### config.mk
export PLATFORM = sky130hd
export DESIGN_NAME = zdet_top
export DESIGN_NICKNAME = d
export VERILOG_FILES = /design/src/rtl/zdet_pkg.sv /design/src/rtl/zdet_run_counter.sv /design/src/rtl/zdet_release_timer.sv /design/src/rtl/zdet_flag_merge.sv /design/src/rtl/zdet_top.sv
export SDC_FILE = /design/constraint.sdc
export NUM_CORES = 1
export LEC_CHECK = 0
export CAP_MARGIN = 20
export CORE_MARGIN = 5
export CORE_UTILIZATION = 64
export DETAILED_ROUTE_END_ITERATION = 8
export DONT_BUFFER_PORTS = 1
export GPL_TIMING_DRIVEN = 0
export PLACE_DENSITY = 0.8
export SKIP_LAST_GASP = 1
export SYNTH_ARGS = -nofsm -noshare
export SYNTH_HDL_FRONTEND = slang
export SYNTH_SLANG_ARGS = --single-unit
### constraint.sdc
create_clock -name clk -period 2.2 [get_ports clk]
set_input_delay 0 -clock clk [delete_from_list [all_inputs] [get_ports clk]]
set_output_delay 0 -clock clk [all_outputs]
set_load 0.05 [all_outputs]
### src/rtl/zdet_pkg.sv
package zdet_pkg;

  typedef enum logic [1:0] {
    FORCE_NONE = 2'd0,
    FORCE_LOW  = 2'd1,
    FORCE_HIGH = 2'd2
  } force_e;

  function automatic force_e pick_force(input logic en, input logic any_pwr,
                                        input logic run, input logic hold);
    if (!en)               return FORCE_LOW;
    else if (!any_pwr)     return FORCE_LOW;
    else if (!run || hold) return FORCE_HIGH;
    else                   return FORCE_NONE;
  endfunction

endpackage

### src/rtl/zdet_run_counter.sv
module zdet_run_counter #(
  parameter int DW       = 24,
  parameter int ZERO_RUN = 8192
) (
  input  logic          clk,
  input  logic          rst_n,
  input  logic          stb,
  input  logic          clr,
  input  logic [DW-1:0] sample,
  output logic          silent_o
);
  localparam int CW = $clog2(ZERO_RUN + 1);
  localparam logic [CW-1:0] SAT = CW'(ZERO_RUN);

  logic [CW-1:0] cnt_q, cnt_d;
  logic          cnt_en;
  logic          is_zero;

  assign is_zero = (sample == '0);
  assign cnt_en  = stb | clr;

  always_comb begin
    cnt_d = cnt_q;
    if (clr)           cnt_d = '0;
    else if (!is_zero) cnt_d = '0;
    else if (cnt_q != SAT) cnt_d = cnt_q + 1'b1;
  end

  always_ff @(posedge clk or negedge rst_n) begin
    if (!rst_n)      cnt_q <= '0;
    else if (cnt_en) cnt_q <= cnt_d;
  end

  assign silent_o = (cnt_q == SAT) && is_zero;

endmodule

### src/rtl/zdet_release_timer.sv
module zdet_release_timer #(
  parameter int RELEASE_FRAMES = 4
) (
  input  logic clk,
  input  logic rst_n,
  input  logic stb,
  input  logic run,
  output logic hold_o
);
  localparam int RW = (RELEASE_FRAMES > 1) ? $clog2(RELEASE_FRAMES) : 1;
  localparam logic [RW-1:0] LAST = RW'(RELEASE_FRAMES - 1);

  logic [RW-1:0] cnt_q, cnt_d;
  logic          act_q, act_d;
  logic          upd_en;

  assign upd_en = !run || (stb && act_q);

  always_comb begin
    cnt_d = cnt_q;
    act_d = act_q;
    if (!run) begin
      cnt_d = '0;
      act_d = 1'b1;
    end else if (cnt_q == LAST) begin
      cnt_d = '0;
      act_d = 1'b0;
    end else begin
      cnt_d = cnt_q + 1'b1;
    end
  end

  always_ff @(posedge clk or negedge rst_n) begin
    if (!rst_n) begin
      cnt_q <= '0;
      act_q <= 1'b0;
    end else if (upd_en) begin
      cnt_q <= cnt_d;
      act_q <= act_d;
    end
  end

  assign hold_o = act_q;

endmodule

### src/rtl/zdet_flag_merge.sv
module zdet_flag_merge #(
  parameter int NCH = 4
) (
  input  logic [NCH-1:0] silent,
  input  logic [NCH-1:0] mask,
  output logic           raw_o
);
  assign raw_o = (|mask) && (&(silent | ~mask));
endmodule

### src/rtl/zdet_top.sv
module zdet_top #(
  parameter int NCH            = 4,
  parameter int DW             = 24,
  parameter int ZERO_RUN       = 8192,
  parameter int RELEASE_FRAMES = 4
) (
  input  logic                clk,
  input  logic                rst_n,
  input  logic                frame_stb,
  input  logic [NCH*DW-1:0]   sample_i,
  input  logic                det_en_i,
  input  logic                invert_i,
  input  logic                run_i,
  input  logic [NCH-1:0]      pwr_i,
  input  logic [NCH-1:0]      mask_a_i,
  input  logic [NCH-1:0]      mask_b_i,
  output logic [1:0]          flag_o
);
  import zdet_pkg::*;

  localparam int NOUT = 2;

  logic [NCH-1:0]  silent;
  logic [NOUT-1:0] raw;
  logic            rel_active;
  logic [NCH-1:0]  masks [NOUT];
  force_e          frc;

  assign masks[0] = mask_a_i;
  assign masks[1] = mask_b_i;

  for (genvar c = 0; c < NCH; c++) begin : g_chan
    zdet_run_counter #(.DW(DW), .ZERO_RUN(ZERO_RUN)) cnt_i (
      .clk      (clk),
      .rst_n    (rst_n),
      .stb      (frame_stb),
      .clr      (!run_i),
      .sample   (sample_i[c*DW +: DW]),
      .silent_o (silent[c])
    );
  end

  zdet_release_timer #(.RELEASE_FRAMES(RELEASE_FRAMES)) rel_i (
    .clk    (clk),
    .rst_n  (rst_n),
    .stb    (frame_stb),
    .run    (run_i),
    .hold_o (rel_active)
  );

  assign frc = pick_force(det_en_i, |pwr_i, run_i, rel_active);

  for (genvar o = 0; o < NOUT; o++) begin : g_out
    zdet_flag_merge #(.NCH(NCH)) mrg_i (
      .silent (silent),
      .mask   (masks[o]),
      .raw_o  (raw[o])
    );

    always_comb begin
      unique case (frc)
        FORCE_LOW:  flag_o[o] = 1'b0;
        FORCE_HIGH: flag_o[o] = 1'b1;
        default:    flag_o[o] = raw[o] ^ invert_i;
      endcase
    end
  end

endmodule

# Word level (Yosys, flattened, before mapping)
# Index checks and enable logic that the tools add are counted.
dict set report word_totals {
  ff_bits 59
  input_bits 114
  out_inout_bits 2
  elab_cells 79
}
dict set report classes {
  addsub 5
  n_eq_ne 16
  mux 21
  n_bitwise 7
  n_reduce_logical 24
}
# operator n
set ops {}
lappend ops {{$mux W14} 12}
lappend ops {{$logic_not A24 Y1} 4}
lappend ops {{$add A14 B1 Y14 const B} 4}
lappend ops {{$eq A14 B14 Y1 const B} 4}
lappend ops {{$ne A14 B14 Y1 const B} 4}
lappend ops {{$ne A3 B3 Y1 const B} 4}
lappend ops {{$reduce_or A4 Y1} 3}
lappend ops {{$mux W2} 5}
lappend ops {{$reduce_and A2 Y1} 5}
lappend ops {{$not A4 Y4} 2}
lappend ops {{$or A4 B4 Y4} 2}
lappend ops {{$reduce_and A4 Y1} 2}
lappend ops {{$logic_and A1 B1 Y1} 7}
lappend ops {{$eq A2 B2 Y1 const B} 2}
lappend ops {{$pmux W1 S2} 2}
lappend ops {{$add A2 B1 Y2 const B} 1}
lappend ops {{$eq A2 B1 Y1 const B} 1}
lappend ops {{$logic_or A1 B1 Y1} 2}
lappend ops {{$mux W1} 2}
lappend ops {{$ne A2 B1 Y1 const B} 1}
lappend ops {{$xor A1 B1 Y1} 2}
lappend ops {{$logic_not A1 Y1} 1}
lappend ops {{$or A1 B1 Y1} 1}

# Longest topological paths before layout
dict set report depth {
  depth_word 7
  depth_mapped 9
  ltp_nobuf 8
}

# By module
# From an unflattened synthesis, not the netlist that was laid out.
dict set report unflattened {
  cells_unflattened 522
  area_unflattened_um2 4080.2
}
# mod instances cells_per_inst area_per_inst_um2 seq_area_each_um2
set modules_own_cells {}
lappend modules_own_cells {{zdet_run_counter (g_chan[1].cnt_i ...)} 3 121 948.4 350.3}
lappend modules_own_cells {{zdet_run_counter (g_chan[0].cnt_i)} 1 121 950.9 350.3}
lappend modules_own_cells {zdet_release_timer 1 13 140.1 75.1}
lappend modules_own_cells {zdet_flag_merge 2 8 38.8 0.0}
lappend modules_own_cells {zdet_top 1 9 66.3 0.0}

# Least setup slack after synthesis
# Ideal clock, no wire load.
dict set report synth_path {
  path_kind {register to output}
  from {reg g_chan[2].cnt_i.cnt_q[0]}
  to {out flag_o[0]}
  arrival_time_ns 2.598
  required_ns 2.200
  slack_ns -0.398
  stages_incl_launch_ff 9
  path_buffers 0
  cell_sequence {dfrtp_1 inv_1 ha_1 nor4b_1 nand4_1 o31ai_1 o21ai_0 or4_1 a31oi_1}
}
dict set report synth_via {
  elab_chain_len 7
}
# element line
set synth_lines {}
lappend synth_lines {{start, declared} zdet_run_counter.sv:15} ;# logic [CW-1:0] cnt_q, cnt_d;
lappend synth_lines {{start signal, assigned} zdet_run_counter.sv:31} ;# else if (cnt_en) cnt_q <= cnt_d;
lappend synth_lines {{$eq A14 B14 Y1} zdet_run_counter.sv:34} ;# assign silent_o = (cnt_q == SAT) && is_zero;
lappend synth_lines {{$logic_and A1 B1 Y1} zdet_run_counter.sv:34}
lappend synth_lines {{$or A4 B4 Y4} zdet_flag_merge.sv:8} ;# assign raw_o = (|mask) && (&(silent | ~mask));
lappend synth_lines {{$reduce_and A4 Y1} zdet_flag_merge.sv:8}
lappend synth_lines {{$logic_and A1 B1 Y1} zdet_flag_merge.sv:8}
lappend synth_lines {{$xor A1 B1 Y1} zdet_top.sv:64} ;# default: flag_o[o] = raw[o] ^ invert_i;
lappend synth_lines {{$pmux W1 S2} zdet_top.sv:61} ;# unique case (frc)
lappend synth_lines {{end, declared} zdet_top.sv:17} ;# output logic [1:0] flag_o
# Every way passes these cells.

# Worst setup path after layout
dict set report layout_path {
  from {reg g_chan[0].cnt_i.cnt_q[1]}
  to {out flag_o[0]}
}
dict set report layout_via {
  elab_chain_len 7
}
# element line
set layout_lines {}
lappend layout_lines {{start, declared} zdet_run_counter.sv:15}
lappend layout_lines {{start signal, assigned} zdet_run_counter.sv:31}
lappend layout_lines {{$eq A14 B14 Y1} zdet_run_counter.sv:34}
lappend layout_lines {{$logic_and A1 B1 Y1} zdet_run_counter.sv:34}
lappend layout_lines {{$or A4 B4 Y4} zdet_flag_merge.sv:8}
lappend layout_lines {{$reduce_and A4 Y1} zdet_flag_merge.sv:8}
lappend layout_lines {{$logic_and A1 B1 Y1} zdet_flag_merge.sv:8}
lappend layout_lines {{$xor A1 B1 Y1} zdet_top.sv:64}
lappend layout_lines {{$pmux W1 S2} zdet_top.sv:61}
# Every way passes these cells.

==> key figures <==
Global route
  – Initial antenna violation count: 0
  – Global-route wire length before repair: 15.8 mm
  – GRT Resource Usage Total: 26.7%
  – Total gr overflow: 0
  – Largest net degree at the start of global routing: 60
  – Vias in the first global route: 3,434

Power and ir drop
  – PwrDens: 509 mW/mm^2
  – Internal power: 1670 uW
  – Reg power frac: 48.0%
  – Switch share: 26.6%
  – Peak VDD IR: 0.000399 V
  – Switch Pwr: 605 uW
  – Power share of the combinational group: 9.6%
  – Clock network power share: 42.4%
  – Pleak: 0.00169 uW

Die
  – Initial Utilization: 66.0%
  – Die footprint: 0.00733 sq mm
  – Std cell rows: 27
  – Horiz. Die Dim: 85.6 microns
  – Core ar.: 0.00554 sq mm
  – # IOs: 116
  – Die H: 85.6 microns

STA
  – Post-route worst setup slack: -0.519 ns
  – RSZ-0062 raised after global routing: yes
  – Final period utilization: 124%
  – Setup TNS Final: -2.34 ns
  – Skew final: 0.00854 ns
  – Crit path time final: 2.72 ns
  – Worst slew pin tran: 0.941 ns
  – Final setup viols: 16
  – Max Slew Vio Count: 0
  – Final hold viol count: 0
  – Slew margin rel.: 37.3%
  – Fmax: 368 MHz

Worst setup path
  – WP data required: 2.20 ns
  – R2r setup slk: -0.15 ns
  – Reg-to-reg critical path endpoint: g_chan[0].cnt_i.cnt_q[9]$_DFFE_PN0P_
  – Crit path DAT: 2.72 ns
  – Max FO, Critical Path: 3
  – Critical Path Sink Type: output port
  – Critical path type: flip-flop to output port
  – Startpoint types: flip-flop
  – Worst R2R Path Depth: 11
  – RR Startpoint: g_chan[0].cnt_i.cnt_q[1]$_DFFE_PN0P_

Synthesis
  – Synth Instances: 422
  – Largest cells by area after synthesis: dfrtp_1, nor2_1, xnor2_1
  – Net Count, Synth: 546
  – Yosys top cell area share: 40.4%
  – Yosys warns: 0
  – Post-synth ARST share: 100%
  – Distinct cells, synth: 46
  – Avg Inst Size Synth: 8.67 sq um
  – Sequential area share after synthesis: 40.4%
  – Mapped Area: 0.00366 sq mm
  – Seq cells post-synth: 59
  – Synth area leader: dfrtp_1
  – Post-synth EDFFs: 0
  – Prevailing post-synth register cell: dfrtp_1

Detailed routing
  – Routed Antenna Nets: 0
  – Post-DR vias/cell: 6.68
  – Number of DRC markers in iteration 0: 186
  – Remaining DRCs: 0
  – WL final: 10.5 mm
  – Detailed Routing Iterations Pass 1: 9
  – Via count: 3,546
  – Wirelength per Cell: 19.7 microns

Placement
  – Routability congestion estimate: 0.884
  – Buffers on Ports: 0
  – Place WS: -0.404 ns
  – Detailed placement HPWL: 6.95 mm

Cells and area
  – Fillers: 344
  – N_diodes: 0
  – Synth-to-Final Area Change: 22.2%
  – Seq. cell area: 0.00148 sq mm
  – Area of the multi-input gates: 0.00238 sq mm
  – Share of cells above drive strength 1: 20.3%
  – Final core occ: 80.7%
  – Nets: 579

Clock tree
  – Clock sinks: 59
  – CTS Buf Count: 9
  – Htree depth: 3
  – TritonCTS clock tree: built
  – Clock Tree Buf Depth: 2
  – Skew-Pair Late Insertion Delay: 0.34 ns
  – Clock slew at reported path FFs: 0.07 ns
  – Root Buffer: clkbuf_8

Hold path
  – Hold path startpoint: frame_stb
  – Hold Crit Class: input port to flip-flop
  – Worst Hold Depth: 4
  – Hold worst-path end: g_chan[1].cnt_i.cnt_q[7]$_DFFE_PN0P_

Outcome
  – Status: complete, but fails checks
  – Failing checks: negative setup slack

Flow run
  – Max-cap violation count: 0
-- worst max-delay path, cell delays in order, from the launching register on --
cell,delay (ns)
dfrtp_1,0.41
inv_1,0.09
ha_2,0.16
nor3b_4,0.19
nand4_1,0.23
nor3_4,0.23
o21ai_1,0.10
or4_4,0.51
a31oi_4,0.45
-- routing by layer --
layer / global-route usage [%] / share of wire, % / up-vias / wire (microns)
met1: 34.2 / 40 / 1745 / 4140
met5: 0 / 0 / - / 0
met4: 11.4 / 3.5 / 0 / 370
met3: 5.28 / 6.7 / 31 / 697
li1: - / - / 1597 / -
met2: 44.1 / 50 / 173 / 5260
-- state kept, by name, summed over array words and instances, names as in the netlist --
signal              cells
rel_i.hold_o            1
rel_i.cnt_q             2
g_chan.cnt_i.cnt_q     56
-- metrics by stage --
stage                     instance area (sq um)  std cells  total power [uW]  hold WS, ns
after global placement                     3780        494              1250       -0.294
after global routing                       4470        531              2360        0.137
after CTS                                  4110        517              2230       0.0867
after floorplan                            3690        422              1230       -0.296
after detailed placement                   3780        494              1250       -0.294
final                                      4470        531              2280        0.115
-- repair_timing --
action                                 4_1_cts  5_1_grt
cloned                                       1        1
pin swaps                                    8       37
buffers inserted                             4       14
endpoints found under the hold margin       65        0
setup endpoints to repair                   26       36
gates resized for setup                     16       65
hold buffers                                 3        0
-- cells in the final DEF (no fill, tap or decap), drive strengths merged, types with 3 or more instances in the layout --
cell type  Yosys  layout
a211oi         9       9
a21oi         15      15
a31oi          3       3
and2           6       6
and3           6       6
buf            3      24
clkbuf         7      15
clkinv         1       5
dfrtp         59      59
ha            10      10
inv           20      20
nand2         37      37
nand2b         6       6
nand3         20      20
nand4         20      20
nor2          56      56
nor2b          6       6
nor3           9       9
nor3b          4       4
nor4          31      31
nor4b          4       4
o21ai         23      23
o2bb2ai        3       3
o31ai         11      11
or3            3       3
xnor2         20      20
xor2          13      13
-- area by class of cell --
| class | instances | area share, % |
|---|---|---|
| clock buffers | 9 | 2.77 |
| inverters | 21 | 1.76 |
| multi-input cells | 332 | 53.3 |
| well taps | 72 | 2.01 |
| plain buffers | 10 | 1.20 |
| repair buffers | 22 | 4.67 |
| clock inverters | 6 | 1.29 |
| flip-flops and latches | 59 | 33.0 |
-- power groups by stage --
stage,Clock [uW],Combinational (uW),Sequential (uW)
floorplan,0,113,1110
global placement,0,137,1110
detailed placement,0,141,1110
CTS,960,182,1090
global route,1030,237,1090
finish,965,220,1090
-- cell families (layout without fill, tap and decap cells) --
family	count (synthesis)	in the layout	synth area share (%)
flops	59	59	40.4
xor+xnor	33	33	7.90
fa+ha+maj	10	10	3.42
compound gates	76	76	13.6
buf+inv	31	68	3.25
simple gates	213	213	31.4
-- synth_stat cells (6+ instances only) --
cell and count:
nor3_1 9, nand4_1 19, nand3_1 20, dfrtp_1 59, inv_1 20, a21oi_1 15
nand2b_1 6, and2_1 6, xnor2_1 20, o21ai_0 21, clkbuf_1 7, nand2_1 37
nor4_1 26, ha_1 10, o31ai_1 10, and3_1 6, a211oi_1 9, nor2b_1 6
xor2_1 13, nor2_1 56
-- worst max-delay path by stage --
stage                                                startpoint   endpoint  cells after the start
after detailed placement   g_chan[3].cnt_i.cnt_q[0]$_DFFE_PN0P_  flag_o[1]                      8
after floorplan            g_chan[2].cnt_i.cnt_q[0]$_DFFE_PN0P_  flag_o[0]                      8
after global placement     g_chan[3].cnt_i.cnt_q[0]$_DFFE_PN0P_  flag_o[1]                      8
final                      g_chan[0].cnt_i.cnt_q[1]$_DFFE_PN0P_  flag_o[0]                      8
after CTS                 g_chan[0].cnt_i.cnt_q[10]$_DFFE_PN0P_  flag_o[0]                      6
after global routing       g_chan[0].cnt_i.cnt_q[0]$_DFFE_PN0P_  flag_o[0]                      8
Power figures use the tool's default switching activity.
